--- config.mk ---
export PLATFORM = sky130hd
export DESIGN_NAME = trunc_serial_mult
export DESIGN_NICKNAME = d
export VERILOG_FILES = /design/src/rtl/tsm_pkg.sv /design/src/rtl/tsm_bit_sel.sv /design/src/rtl/tsm_step.sv /design/src/rtl/trunc_serial_mult.sv
export SDC_FILE = /design/constraint.sdc
export NUM_CORES = 1
export LEC_CHECK = 0
export ABC_CLOCK_PERIOD_IN_PS = 9540
export BUFFER_PORTS_ARGS = -buffer_cell sky130_fd_sc_hd__buf_2
export CORE_UTILIZATION = 40
export DETAILED_ROUTE_END_ITERATION = 12
export GPL_ROUTABILITY_DRIVEN = 0
export PLACE_DENSITY_LB_ADDON = 0.3
export SLEW_MARGIN = 10
export SYNTH_ARGS = -nofsm -noshare
export SYNTH_HDL_FRONTEND = slang
export SYNTH_SLANG_ARGS = --single-unit
export TNS_END_PERCENT = 50
--- constraint.sdc ---
create_clock -name clk -period 9.54 [get_ports clk]
set_clock_uncertainty 0.1 [all_clocks]
set_input_delay 1.908 -clock clk [delete_from_list [all_inputs] [get_ports clk]]
set_output_delay 1.908 -clock clk [all_outputs]
set_load 0.02 [all_outputs]
--- src/rtl/tsm_pkg.sv ---
package tsm_pkg;

    typedef enum logic {
        PH_IDLE = 1'b0,
        PH_RUN  = 1'b1
    } tsm_phase_e;

endpackage

--- src/rtl/tsm_bit_sel.sv ---
module tsm_bit_sel #(
    parameter int CNT_W = 4,
    parameter int TRN_W = 5
) (
    input  logic             raw_bit,
    input  logic [CNT_W-1:0] step_idx,
    input  logic [TRN_W-1:0] trunc,
    output logic             bit_on
);
    // A step below the truncation count sees a zero bit.
    always_comb begin
        bit_on = raw_bit && (TRN_W'(step_idx) >= trunc);
    end
endmodule

--- src/rtl/tsm_step.sv ---
module tsm_step #(
    parameter int OP_W = 16
) (
    input  logic [OP_W-1:0] hi_in,
    input  logic [OP_W-1:0] lo_in,
    input  logic [OP_W-1:0] mcand,
    input  logic            bit_on,
    input  logic            last,
    output logic [OP_W-1:0] hi_out,
    output logic [OP_W-1:0] lo_out
);
    localparam int EXT_W = OP_W + 1;

    logic [EXT_W-1:0] hi_ext;
    logic [EXT_W-1:0] mc_ext;
    logic [EXT_W-1:0] addend;
    logic [EXT_W-1:0] pre_shift;

    always_comb begin
        hi_ext    = {hi_in[OP_W-1], hi_in};
        mc_ext    = {mcand[OP_W-1], mcand};
        // sign step subtracts the multiplicand
        addend    = last ? (~mc_ext + EXT_W'(1)) : mc_ext;
        pre_shift = bit_on ? (hi_ext + addend) : hi_ext;
        hi_out    = pre_shift[EXT_W-1:1];
        lo_out    = {pre_shift[0], lo_in[OP_W-1:1]};
    end
endmodule

--- src/rtl/trunc_serial_mult.sv ---
module trunc_serial_mult
    import tsm_pkg::*;
#(
    parameter int  OP_W  = 16,
    localparam int CNT_W = $clog2(OP_W),
    localparam int TRN_W = $clog2(OP_W + 1),
    localparam int PR_W  = 2 * OP_W
) (
    input  logic             clk,
    input  logic             rst_n,
    input  logic             start,
    input  logic [OP_W-1:0]  mcand_a,
    input  logic [OP_W-1:0]  mplier_b,
    input  logic [TRN_W-1:0] trunc_cnt,
    output logic             busy,
    output logic             done,
    output logic [PR_W-1:0]  product
);

    typedef struct packed {
        tsm_phase_e       phase;
        logic [CNT_W-1:0] cnt;
        logic [TRN_W-1:0] trn;
        logic [OP_W-1:0]  mcand;
        logic [OP_W-1:0]  hi;
        logic [OP_W-1:0]  lo;
        logic [PR_W-1:0]  prod;
        logic             done;
    } tsm_state_t;

    tsm_state_t st_q, st_d;

    logic             running;
    logic [OP_W-1:0]  src_hi, src_lo, src_mc;
    logic [TRN_W-1:0] src_trn;
    logic [CNT_W-1:0] src_idx;
    logic             eff_bit, last_step;
    logic [OP_W-1:0]  hi_nx, lo_nx;

    // Step 0 runs on the accepting edge from the raw inputs.
    always_comb begin
        running   = (st_q.phase == PH_RUN);
        src_hi    = running ? st_q.hi    : '0;
        src_lo    = running ? st_q.lo    : mplier_b;
        src_mc    = running ? st_q.mcand : mcand_a;
        src_trn   = running ? st_q.trn   : trunc_cnt;
        src_idx   = running ? st_q.cnt   : '0;
        last_step = (src_idx == CNT_W'(OP_W - 1));
    end

    tsm_bit_sel #(
        .CNT_W (CNT_W),
        .TRN_W (TRN_W)
    ) u_bit_sel (
        .raw_bit  (src_lo[0]),
        .step_idx (src_idx),
        .trunc    (src_trn),
        .bit_on   (eff_bit)
    );

    tsm_step #(
        .OP_W (OP_W)
    ) u_step (
        .hi_in  (src_hi),
        .lo_in  (src_lo),
        .mcand  (src_mc),
        .bit_on (eff_bit),
        .last   (last_step),
        .hi_out (hi_nx),
        .lo_out (lo_nx)
    );

    always_comb begin
        st_d      = st_q;
        st_d.done = 1'b0;
        if (running) begin
            st_d.hi  = hi_nx;
            st_d.lo  = lo_nx;
            st_d.cnt = st_q.cnt + CNT_W'(1);
            if (last_step) begin
                st_d.phase = PH_IDLE;
                st_d.prod  = {hi_nx, lo_nx};
                st_d.done  = 1'b1;
            end
        end else if (start) begin
            st_d.phase = PH_RUN;
            st_d.hi    = hi_nx;
            st_d.lo    = lo_nx;
            st_d.mcand = mcand_a;
            st_d.trn   = trunc_cnt;
            st_d.cnt   = CNT_W'(1);
        end
    end

    always_ff @(posedge clk or negedge rst_n) begin
        if (!rst_n) begin
            st_q <= '{phase: PH_IDLE, default: '0};
        end else begin
            st_q <= st_d;
        end
    end

    assign busy    = (st_q.phase == PH_RUN);
    assign done    = st_q.done;
    assign product = st_q.prod;

endmodule

# Word level (Yosys, flattened, before mapping)
# Cells that the tools add are included.
word_totals:
  reg_bits: 91
  input_bits: 40
  output_inout_bits: 34
classes:
  order_cmp: 1
  bitwise: 2
  add_sub_neg: 3
  n_eq_ne: 1
  n_reduce_logical: 4
  muxes: 13
op_table:
  columns: ["operator", "count"]
  rows:
  - ["58-bit 2-to-1 mux", 1]
  - ["16-bit 2-to-1 mux", 3]
  - ["17-bit 2-to-1 mux", 2]
  - ["32-bit 2-to-1 mux", 1]
  - ["17-bit by 1-bit adder with 17-bit output, second input constant", 1]
  - ["17-bit adder", 1]
  - ["17-bit NOT", 1]
  - ["5-bit 2-to-1 mux", 2]
  - ["4-bit by 5-bit >= comparator with 1-bit output", 1]
  - ["4-bit by 1-bit adder with 4-bit output, second input constant", 1]
  - ["4-bit == test, second input constant", 1]
  - ["4-bit 2-to-1 mux", 1]
  - ["2-bit AND reduction", 2]
  - ["1-bit 2-to-1 mux", 3]
  - ["2-bit nonzero test", 1]
  - ["1-bit logical AND", 1]
  - ["1-bit NOT", 1]

# Depth between registers and ports, before layout
logic_depth:
  word_depth: 8
  ltp_mapped: 19

# By module
# A second synthesis with hierarchy kept.
unflattened:
  cells_unflattened: 498
  hier_area_um2: 5831.8
by_module_without_submodules:
  columns: ["module", "cells_per_inst", "n_inst", "area_per_inst_um2"]
  rows:
  - ["trunc_serial_mult", 297, 1, 4325.4]
  - ["tsm_step", 187, 1, 1407.6]
  - ["tsm_bit_sel", 14, 1, 98.8]

# Worst setup path after synthesis
# No wires, ideal clock.
synth_path:
  path_kind: "in2reg"
  from: "input mcand_a[2]"
  to: "register st_q (netlist bit product[31])"
  path_stages: 16
  arrival_time_ps: 4693
  path_slack_ps: 4665
  cell_sequence: "nor3_1 -> o21ai_2 -> or2_4 -> nor4_4 -> nand3_1 -> nand2_1 -> a21bo_1 -> xnor2_1 -> ha_1 -> a21o_1 -> a21o_1 -> a21oi_1 -> o21ai_1 -> xnor2_1 -> or3_1 -> a31oi_1"
synth_between:
  elab_chain_cells: 6
synth_rtl:
  columns: ["element", "line_no", "text"]
  rows:
  - ["from (decl)", "trunc_serial_mult.sv:12", "input logic [OP_W-1:0] mcand_a,"]
  - ["16-bit 2-to-1 mux *", "trunc_serial_mult.sv:45", "src_mc = running ? st_q.mcand : mcand_a;"]
  - ["17-bit NOT", "tsm_step.sv:23", "addend = last ? (~mc_ext + EXT_W'(1)) : mc_ext;"]
  - ["17-bit by 1-bit adder with 17-bit output", "tsm_step.sv:23", null]
  - ["17-bit 2-to-1 mux *", "tsm_step.sv:23", null]
  - ["17-bit adder *", "tsm_step.sv:24", "pre_shift = bit_on ? (hi_ext + addend) : hi_ext;"]
  - ["17-bit 2-to-1 mux *", "tsm_step.sv:24", null]
  - ["to (signal assigned)", "trunc_serial_mult.sv:99", "st_q <= st_d;"]
  - ["to (decl)", "trunc_serial_mult.sv:31", "tsm_state_t st_q, st_d;"]
# Every way passes the cells marked *; elsewhere a longest branch is shown, timed or not.
# A chain may end at the register's enable or synchronous reset.

# Worst setup path after layout
layout_path:
  from: "input mcand_a[0]"
  to: "register st_q[62] in the netlist's numbering"
layout_between:
  elab_chain_cells: 8
layout_rtl:
  columns: ["element", "line_no", "text"]
  rows:
  - ["16-bit 2-to-1 mux *", "trunc_serial_mult.sv:45", null]
  - ["17-bit NOT", "tsm_step.sv:23", null]
  - ["17-bit by 1-bit adder with 17-bit output", "tsm_step.sv:23", null]
  - ["17-bit 2-to-1 mux *", "tsm_step.sv:23", null]
  - ["17-bit adder *", "tsm_step.sv:24", null]
  - ["17-bit 2-to-1 mux *", "tsm_step.sv:24", null]
  - ["58-bit 2-to-1 mux", "trunc_serial_mult.sv:85", "end else if (start) begin"]
  - ["32-bit 2-to-1 mux *", "trunc_serial_mult.sv:76", "if (running) begin"]
# Every way passes the cells marked *; elsewhere a longest branch is shown, timed or not. The select of a mux whose other input is x is not followed.

==> impl_metrics.py <==
metrics = {
    "die": {
        "die_x_um": 120,
        "initial_utilization_pct": 41.6,
        "die-area_sq_um": 14500,
        "num_rows": 42,
        "core_area_sq_um": 13500,
        "num_io_pins": 74,
        "die-height_um": 120,
    },
    "logic_synthesis": {
        "synth_compound_area_share_pct": 13.4,
        "synth.most_common_cell": "nand2_1",
        "ys_top_cells_by_count": "97 x nand2_1, 91 x dfrtp_1, 47 x nor2_1",
        "synth_area_sq_um": 5600,
        "synth_top_area_share_pct": 40.7,
        "ys.flop_type": "dfrtp_1",
        "ys_warn_count": 0,
        "synth_top_family_by_area": "simple AND/OR/NAND/NOR gates",
        "synthTopCellsByArea": "dfrtp_1 41%, nand2_1 6.5%, mux2i_1 6.3%",
        "synth_xor_area_share_pct": 3.91,
        "syn_inst": 615,
        "yosysUniqueCellTypes": 53,
        "ys_ff_latch": 91,
        "synthAdderAreaFrac_pct": 5.50,
        "yosys.area_share.simple_pct": 17.7,
        "synth_mux_area_share_pct": 11.3,
        "ys_seq_area_share_pct": 40.7,
        "avgSynthCellArea_sq_um": 9.10,
        "synth_area_leader_cell": "dfrtp_1",
        "synthArstFlopShare_pct": 100,
        "syn_nets": 679,
        "synth_edf_count": 0,
    },
    "clocking": {
        "clock_path_buffers": 2,
        "cts_buffers": 9,
        "clkSinkCount": 91,
        "clock_tree.root_cell": "clkbuf_16",
        "cts_tree": "built",
        "cts_hold_buf": 0,
        "post-cts-setup-buffers": 0,
        "htree_levels": 3,
        "cts_resized": 0,
        "clk_pin_slew_ns": 0.07,
        "worstSkewPairLatency_ns": 0.34,
    },
    "layout": {
        "area_delta_synth_final_pct": 10.5,
        "drive_gt1_share_pct": 19.5,
        "antenna-diode-count": 0,
        "nNetsFinal": 704,
        "design_area_sq_um": 6190,
    },
    "timing": {
        "tightest_slew_ns": 1.11,
        "rsz0062_at_grt": "false",
        "period_minus_slack_ns": 5.04,
        "slew_violations": 0,
        "hold_viol_final": 0,
        "slew_headroom_pct": 26.0,
        "fmax_mhz": 198,
        "setup_viol": 0,
        "whs_ns": 0.367,
        "fin_crit_sh_pct": 52.8,
        "setup_ws_ns": 4.50,
        "setup_tns_ns": 0,
    },
    "grt": {
        "grt_pass1_vias": 4229,
        "use_met3_pct": 3.16,
        "antenna_found_initial": 0,
        "grt_first_pass_wirelength_um": 19900,
        "overflow": 0,
        "busiest_layer": "met2",
        "grt_usage_pct": 17.3,
        "grt_max_degree": 70,
        "use_met1_pct": 23.5,
        "met2_usage_pct": 27.7,
    },
    "drt": {
        "dr.pass1.iters": 5,
        "final_antenna_net_count": 0,
        "drt_iter0_drc": 206,
        "avgViaCountPerCell": 5.19,
        "avgRoutedWirePerCell_um": 14.5,
        "drc": 0,
        "vias": 4263,
        "drt-total-wl_um": 11900,
    },
    "setup_path": {
        "cp-start-kind": "input pin",
        "path_class": "in2reg",
        "required_ns": 9.65,
        "arrival_ns": 5.15,
        "cp_max_fo": 6,
        "critPathCaptureType": "register",
    },
    "worst_hold_path": {
        "hold_path.class": "reg2reg",
    },
    "power": {
        "p_switching_mw": 1.11,
        "internal_power_mw": 1.40,
        "p_leak_nw": 3.01,
        "switching_share_pct": 44.1,
        "clock_power_share_pct": 16.1,
        "pwr-share-comb_pct": 55.4,
        "ir_worst_vdd_mv": 0.133,
        "power.density_nw_per_um2": 406,
        "seq_power_share_pct": 28.5,
    },
    "placement": {
        "placed_area_sq_um": 5850,
        "dp_hpwl_um": 8500,
        "pre_cts_slack_ns": 4.19,
        "port_buffers": 73,
    },
    "status": {
        "status": "completed",
    },
    "job": {
        "drv_cap": 0,
    },
}
-- routing by layer --
layer,wire length (um),vias up
li1,-,2132
met1,5830,2016
met2,5350,99
met3,555,16
met4,185,0
met5,0,-
-- cell families (layout without fill, tap and decap cells) --
family          after synthesis  after routing
compound gates              129            129
simple gates                215            215
mux                          59             59
buf+inv                      72            102
fa+ha+maj                    24             24
xor+xnor                     25             25
flops                        91             91
-- critical path: stages --
cell and delay, ns:
buf_2 0.12, mux2i_4 0.19, ha_1 0.20, o21ai_1 0.08
or2_1 0.27, or2_1 0.25, nand2_1 0.09, xor2_1 0.10
ha_1 0.40, nand3_1 0.15, nor2_1 0.15, o31a_1 0.21
nor2_1 0.09, o21ai_0 0.31, nor4_1 0.08, nor3b_1 0.42
a21oi_1 0.13
-- path summary, 6_finish.rpt --
check,from,to,slack [ns],depth (start not counted)
setup / recovery,mcand_a[0],st_q[62],4.50,17
hold / removal,product[8],product[8],0.37,2
setup reg to reg,busy,st_q[62],4.56,16
hold reg to reg,product[8],product[8],0.37,2
max in group asynchronous,rst_n,busy,6.75,2
min in group asynchronous,rst_n,product[17],1.38,1
-- flip-flops by register name (all words and copies together), names as in the netlist --
name / count
done: 1
busy: 1
st_q: 57
product: 32
-- cell type report --
type,instances,area [sq um]
multi-input cells,452,2920
fillers,1332,7260
repair buffers,76,390
clock inverters,6,100
inverters,10,37.5
well taps,176,220
flip-flops and latches,91,2280
clock buffers,10,239
-- cell usage in the layout (no fill, tap or decap), types with 3 or more instances in the layout --
cell	instances
a211oi_1	3
a21o_1	6
a21oi_1	44
a31oi_1	8
and2_1	20
buf_2	72
buf_4	4
clkbuf_16	9
dfrtp_1	90
ha_1	23
inv_1	8
mux2_2	22
mux2i_1	35
nand2_1	97
nand2b_1	6
nand3_1	9
nand4_1	4
nor2_1	47
nor2b_1	4
nor3_1	12
o21a_1	5
o21ai_0	40
o21ai_1	8
o31a_1	5
or3_1	3
xnor2_1	14
xor2_1	11
-- metrics by stage --
step	total power [mW]	utilization (%)	instances
after global routing	2.73	46.0	821
final	2.51	46.0	821
after detailed placement	2.10	43.5	805
after global placement	2.04	43.5	805
after floorplan	1.86	-	615
after CTS	2.52	46.0	821
-- power groups by stage --
| stage | Clock [mW] | Combinational [mW] | Sequential [mW] |
|---|---|---|---|
| finish | 0.404 | 1.39 | 0.716 |
| global route | 0.430 | 1.56 | 0.747 |
| CTS | 0.413 | 1.39 | 0.718 |
| detailed placement | 0 | 1.38 | 0.724 |
| global placement | 0 | 1.33 | 0.716 |
| floorplan | 0 | 1.19 | 0.671 |
Power figures use the tool's default switching activity.
